--- config.mk ---
export PLATFORM = sky130hd
export DESIGN_NAME = status_flag_unit
export DESIGN_NICKNAME = d
export VERILOG_FILES = /design/src/rtl/sflag_pkg.sv /design/src/rtl/sflag_ctrl.sv /design/src/rtl/sflag_datapath.sv /design/src/rtl/status_flag_unit.sv
export SDC_FILE = /design/constraint.sdc
export NUM_CORES = 1
export LEC_CHECK = 0
export BUFFER_PORTS_ARGS = -buffer_cell sky130_fd_sc_hd__clkbuf_2
export CAP_MARGIN = 20
export CELL_PAD_IN_SITES_DETAIL_PLACEMENT = 1
export CELL_PAD_IN_SITES_GLOBAL_PLACEMENT = 1
export CORE_MARGIN = 10
export CORE_UTILIZATION = 22
export DETAILED_ROUTE_END_ITERATION = 8
export PLACE_DENSITY_LB_ADDON = 0.1
export SKIP_CTS_REPAIR_TIMING = 1
export SLEW_MARGIN = 20
export SYNTH_ARGS = -nofsm -noshare
export SYNTH_HDL_FRONTEND = slang
export SYNTH_HIERARCHICAL = 1
export SYNTH_SLANG_ARGS = --single-unit
--- constraint.sdc ---
create_clock -name clk -period 2.3 [get_ports clk]
set_input_delay 0.345 -clock clk [delete_from_list [all_inputs] [get_ports clk]]
set_output_delay 0.345 -clock clk [all_outputs]
set_load 0.01 [all_outputs]
--- src/rtl/sflag_pkg.sv ---
package sflag_pkg;
  localparam int DATA_W   = 16;
  localparam int NARROW_W = 8;
  localparam int NIB_W    = 4;

  localparam int CF_B  = 0;
  localparam int ONE_B = 1;
  localparam int PF_B  = 2;
  localparam int AF_B  = 4;
  localparam int ZF_B  = 6;
  localparam int SF_B  = 7;
  localparam int TF_B  = 8;
  localparam int IF_B  = 9;
  localparam int DF_B  = 10;
  localparam int OF_B  = 11;

  typedef enum logic [1:0] {
    OP_NONE  = 2'b00,
    OP_ADD   = 2'b01,
    OP_SUB   = 2'b10,
    OP_LOGIC = 2'b11
  } opClass_e;

  typedef struct packed {
    logic updArith;
    logic isSub;
    logic updLogic;
    logic loadAll;
    logic cfSet;
    logic cfClr;
    logic ifSet;
    logic ifClr;
    logic dfSet;
    logic dfClr;
  } flagCmd_t;
endpackage

--- src/rtl/sflag_ctrl.sv ---
module sflag_ctrl
  import sflag_pkg::*;
(
  input  logic       clk,
  input  logic       rst_n,
  input  logic [1:0] opClass,
  input  logic       setCarry,
  input  logic       clrCarry,
  input  logic       setIntr,
  input  logic       clrIntr,
  input  logic       setDir,
  input  logic       clrDir,
  input  logic       loadEn,
  output flagCmd_t   cmd
);
  opClass_e opSel;
  logic     live;

  assign opSel = opClass_e'(opClass);
  assign live  = !loadEn;

  always_comb begin
    cmd          = '0;
    cmd.loadAll  = loadEn;
    cmd.updArith = live && (opSel == OP_ADD || opSel == OP_SUB);
    cmd.isSub    = opSel == OP_SUB;
    cmd.updLogic = live && (opSel == OP_LOGIC);
    // set beats clear within each pair; load beats everything
    cmd.cfSet    = live && setCarry;
    cmd.cfClr    = live && clrCarry && !setCarry;
    cmd.ifSet    = live && setIntr;
    cmd.ifClr    = live && clrIntr && !setIntr;
    cmd.dfSet    = live && setDir;
    cmd.dfClr    = live && clrDir && !setDir;
  end

  // a load excludes every other action
  p_load_alone_r9: assert property (@(posedge clk) disable iff (!rst_n)
    loadEn |-> !(cmd.updArith || cmd.updLogic || cmd.cfSet || cmd.cfClr ||
                 cmd.ifSet || cmd.ifClr || cmd.dfSet || cmd.dfClr));

  // never both directions on one bit
  p_pair_excl_r8: assert property (@(posedge clk) disable iff (!rst_n)
    $countones({cmd.cfSet, cmd.cfClr}) <= 1 && $countones({cmd.dfSet, cmd.dfClr}) <= 1
    && $countones({cmd.ifSet, cmd.ifClr}) <= 1);
endmodule

--- src/rtl/sflag_datapath.sv ---
module sflag_datapath
  import sflag_pkg::*;
#(
  parameter int W  = DATA_W,
  parameter int NW = NARROW_W
) (
  input  logic         clk,
  input  logic         rst_n,
  input  flagCmd_t     cmd,
  input  logic         wideSel,
  input  logic [W-1:0] opA,
  input  logic [W-1:0] opB,
  input  logic [W-1:0] result,
  input  logic         carryOut,
  input  logic [W-1:0] loadData,
  output logic [W-1:0] flagsQ
);
  localparam logic [W-1:0] WR_MASK = W'((1 << CF_B) | (1 << PF_B) | (1 << AF_B) |
    (1 << ZF_B) | (1 << SF_B) | (1 << TF_B) | (1 << IF_B) | (1 << DF_B) | (1 << OF_B));
  localparam logic [W-1:0] FIX_ONE = W'(1 << ONE_B);
  localparam int NMSB = NW - 1;
  localparam int WMSB = W - 1;

  logic [W-1:0] nxt;
  logic aTop, bTop, rTop, zeroAct, parEven, nibCarry, sOvf;

  always_comb begin
    aTop     = wideSel ? opA[WMSB]    : opA[NMSB];
    bTop     = wideSel ? opB[WMSB]    : opB[NMSB];
    rTop     = wideSel ? result[WMSB] : result[NMSB];
    zeroAct  = wideSel ? (result == '0) : (result[NW-1:0] == '0);
    parEven  = ~^result[NW-1:0];
    nibCarry = opA[NIB_W] ^ opB[NIB_W] ^ result[NIB_W];
    sOvf     = cmd.isSub ? ((aTop != bTop) && (rTop != aTop))
                         : ((aTop == bTop) && (rTop != aTop));
  end

  always_comb begin
    nxt = flagsQ;
    if (cmd.loadAll) begin
      nxt = loadData;
    end else begin
      if (cmd.updArith) begin
        nxt[CF_B] = carryOut;
        nxt[AF_B] = nibCarry;
        nxt[OF_B] = sOvf;
      end
      if (cmd.updLogic) begin
        nxt[CF_B] = 1'b0;
        nxt[OF_B] = 1'b0;
      end
      if (cmd.updArith || cmd.updLogic) begin
        nxt[PF_B] = parEven;
        nxt[ZF_B] = zeroAct;
        nxt[SF_B] = rTop;
      end
      if (cmd.cfSet) nxt[CF_B] = 1'b1;
      if (cmd.cfClr) nxt[CF_B] = 1'b0;
      if (cmd.ifSet) nxt[IF_B] = 1'b1;
      if (cmd.ifClr) nxt[IF_B] = 1'b0;
      if (cmd.dfSet) nxt[DF_B] = 1'b1;
      if (cmd.dfClr) nxt[DF_B] = 1'b0;
    end
    nxt = (nxt & WR_MASK) | FIX_ONE;
  end

  always_ff @(posedge clk) begin
    if (!rst_n) flagsQ <= FIX_ONE;
    else        flagsQ <= nxt;
  end

  // control bits untouched unless a load or their own strobe
  p_ctrl_bits_keep_r7: assert property (@(posedge clk) disable iff (!rst_n)
    !(cmd.loadAll || cmd.ifSet || cmd.ifClr || cmd.dfSet || cmd.dfClr)
    |=> flagsQ[TF_B] == $past(flagsQ[TF_B]) && flagsQ[IF_B] == $past(flagsQ[IF_B])
        && flagsQ[DF_B] == $past(flagsQ[DF_B]));

  // a logic update leaves carry and overflow clear
  p_logic_clear_r6: assert property (@(posedge clk) disable iff (!rst_n)
    cmd.updLogic && !cmd.cfSet |=> !flagsQ[CF_B] && !flagsQ[OF_B]);

  // the register shows the loaded word with fixed bits applied
  p_load_word_r9: assert property (@(posedge clk) disable iff (!rst_n)
    cmd.loadAll |=> flagsQ == (($past(loadData) & WR_MASK) | FIX_ONE));

  // no request, no change
  p_idle_hold_r11: assert property (@(posedge clk) disable iff (!rst_n)
    cmd == '0 |=> $stable(flagsQ));

  // direction set strobe lands
  p_dir_set_r8: assert property (@(posedge clk) disable iff (!rst_n)
    cmd.dfSet |=> flagsQ[DF_B]);
endmodule

--- src/rtl/status_flag_unit.sv ---
module status_flag_unit
  import sflag_pkg::*;
(
  input  logic        clk,
  input  logic        rst_n,
  input  logic [1:0]  opClass,
  input  logic        wideSel,
  input  logic [15:0] opA,
  input  logic [15:0] opB,
  input  logic [15:0] result,
  input  logic        carryOut,
  input  logic        setCarry,
  input  logic        clrCarry,
  input  logic        setIntr,
  input  logic        clrIntr,
  input  logic        setDir,
  input  logic        clrDir,
  input  logic        loadEn,
  input  logic [15:0] loadData,
  output logic [15:0] flags,
  output logic        dirBackward
);
  flagCmd_t cmd;

  sflag_ctrl u_ctrl (
    .clk(clk), .rst_n(rst_n), .opClass(opClass),
    .setCarry(setCarry), .clrCarry(clrCarry),
    .setIntr(setIntr), .clrIntr(clrIntr),
    .setDir(setDir), .clrDir(clrDir),
    .loadEn(loadEn), .cmd(cmd)
  );

  sflag_datapath #(.W(DATA_W), .NW(NARROW_W)) u_dp (
    .clk(clk), .rst_n(rst_n), .cmd(cmd), .wideSel(wideSel),
    .opA(opA), .opB(opB), .result(result), .carryOut(carryOut),
    .loadData(loadData), .flagsQ(flags)
  );

  assign dirBackward = flags[DF_B];
endmodule

==> impl_results.md <==
* Outcome: finished clean
* Clock network fraction of total power at 27.2%
* Largest net degree at the start of global routing at 15
* Root buffer cell: clkbuf_4
* CTS tree: yes
* YS warnings at 6
* Row cnt at 21
* Minimum clock period at 1.580 ns
* Area contributors post-synth: dfxtp_1 (23%), ha_1 (9.4%), buf_4 (8.5%)
* Sequential area share after synthesis at 22.54%
* Worst-skew pair later-pin latency at 0.26 ns
* #FFs+latches synth at 9
* ANT nets after route at 0
* Core Util, Final at 31.94%
* Layout net count at 240
* Leading area contributor after synthesis: dfxtp_1
* Worst Hold Class: input port to register
* R2R Setup Slk at 1.26 ns
* DRT Pass-1 Iters at 4
* Biggest register: u_dp/flagsQ
* HPWL after DPL at 2416 microns
* P_int at 0.0003167 W
* Clock transition at path regs at 0.06 ns
* PortBufs at 53
* Max-slew violations at 0
* Endpoint type of the worst setup path: register
* Hold_sp: loadData[10]
* Pwr/cell area at 425.9 nW/um^2
* Synth unique cells at 29
* Top Registers: u_dp/flagsQ (9)
* Initial antenna violation count at 0
* Crit path launch type: input port
* Die X-Extent at 80.29 microns
* Fill count at 457
* Fin. Hold Viols at 0
* Cells after Synth at 104
* Count of pins on the block boundary at 94
* ANT cells at 0
* Most common cell after layout, fill and taps aside: clkbuf_2
* Mapped Area at 799.5 sq um
* Peak VDD IR at 0.0001861 V
* Core area at 3416 sq um
* Vias in the first global route at 920
* Max reg flops at 9
* R2R Path End: u_dp/flagsQ[11]
* Synth-to-layout area growth at 36.46%
* # clock sinks at 9
* Routability Congestion at 0.6862
* Skew final at 0 ns
* Commonest non-fill, non-tap cells in the layout: clkbuf_2 (53), inv_1 (11), a21oi_1 (9), dfxtp_1 (9)
* WHS Path Cells at 3
* Crit share post-route at 68.69%
* Crit path DAT at 1.77 ns
* Clock Tree Buf Depth at 2
* Drt initial violations at 30
* Crit Path Category: input port to register
* CTS buffer count at 3
* Layout cells sized above 1 at 37.18%
* Reg2reg start: u_dp/flagsQ[11]
* Initial Util at 23.41%
* Switch Pwr at 0.0001480 W
* Post-route setup TNS at 0 ns
* Vias/cell at 4.233
* Combinational fraction of design power at 35.0%
* Maxcap violations at 0
* H-tree depth at 1
* Register share of total power at 37.8%
* Height of the die at 80.29 microns
* Die area at 6446 sq um
* Max Clk Rate at 0.6330 GHz
* Synth Area per Inst at 7.688 sq um
* Grt total ovfl at 0
* Required @ worst endpoint at 2.49 ns
* Routed WL per cell at 13.38 microns
* Residual DRC count at 0
* R2R cell count at 3
* Hold Crit Endpoint: u_dp/flagsQ[10]
* Setup violators final at 0
* RSZ-0062 raised after global routing: false
* Total number of vias at 855
* Switching Share at 31.86%
* Final wirelength at 2703 microns
* Leak pwr at 0.5896 nW
* Critical Path Fanout Max at 6
* First-pass GRT wire length at 4305 microns
* Post-synth top area share at 22.54%
* Global-route usage over all layers at 8.311%
-- cells by family after synthesis --
logic type	synth area share, %
compound gates	13.77
xor+xnor	7.668
fa+ha+maj	9.389
buf+inv	16.12
flops	22.53
mux	7.512
other cells	0.9393
simple gates	22.07
-- final cells by class --
cell class | count | area [sq um] | area share (%)
clock buffer | 4 | 26.28 | 2.408
inverter | 12 | 45.04 | 4.128
multi-input combinational | 77 | 509.2 | 46.67
sequential | 9 | 180.2 | 16.51
tap | 46 | 57.56 | 5.275
timing repair buffer | 54 | 272.8 | 25.00
-- worst max-delay path: stages --
cell and delay (ns):
clkbuf_2 0.09, inv_1 0.04, ha_1 0.28, nor2_1 0.37, nor2_1 0.07, or4_1 0.41
o22ai_1 0.17
-- cells in the mapped netlist --
cell type	n
inv_2	1
or4_1	1
buf_4	9
nor2_1	7
o21ai_0	5
nor4_1	3
buf_6	1
o22ai_1	1
mux2i_1	6
dfxtp_1	9
o21bai_1	1
nand2_1	4
nand4_1	1
nand2b_1	4
o211a_1	1
nor3_1	3
xnor2_1	4
a21oi_1	9
conb_1	2
nor3b_1	3
buf_2	1
nor2b_1	4
or3_1	1
xor2_1	3
inv_1	11
a211oi_1	1
a211o_1	1
nor4b_1	1
ha_1	6
-- layer usage --
layer | wire [microns] | vias up | GRT usage [%]
met1 | 1066 | 387 | 8.649
met3 | 255 | 2 | 4.454
met2 | 1367 | 28 | 14.29
met5 | 0 | - | 0
met4 | 14 | 0 | 2.113
li1 | - | 438 | -
-- through the flow --
| step | hold slack (ns) | cells | setup slack [ns] | power [W] | instance area, sq um |
|---|---|---|---|---|---|
| 2_1_floorplan | 0.4744 | 109 | 0.7529 | 0.0002827 | 818.3 |
| 3_5_place_dp | 0.4571 | 198 | 0.4249 | 0.0003453 | 1065 |
| 5_1_grt | 0.3020 | 202 | 0.6001 | 0.0005118 | 1091 |
| 6_report | 0.3168 | 202 | 0.7202 | 0.0004647 | 1091 |
| 3_3_place_gp | 0.4440 | 198 | 0.5056 | 0.0003399 | 1065 |
| 4_1_cts | 0.3011 | 202 | 0.7134 | 0.0004799 | 1091 |
-- worst max-delay path by stage --
stage / from / slack, ns / depth (start not counted) / to
3_5_place_dp: opClass[0] / 0.42 / 7 / u_dp/flagsQ[11]
2_1_floorplan: opClass[0] / 0.75 / 6 / u_dp/flagsQ[11]
4_1_cts: opClass[0] / 0.71 / 7 / u_dp/flagsQ[11]
5_1_grt: opClass[0] / 0.60 / 7 / u_dp/flagsQ[11]
6_report: opClass[0] / 0.72 / 7 / u_dp/flagsQ[11]
3_3_place_gp: opClass[0] / 0.51 / 7 / u_dp/flagsQ[11]
-- power groups by stage --
stage	combinational, W	sequential, W	clock, W
floorplan	0.0000978	0.000185	0
CTS	0.000167	0.000176	0.000137
global route	0.000185	0.000178	0.000149
global placement	0.000161	0.000179	0
finish	0.000163	0.000175	0.000126
detailed placement	0.000166	0.000179	0
Note: power is estimated with default switching activity, not from simulation.
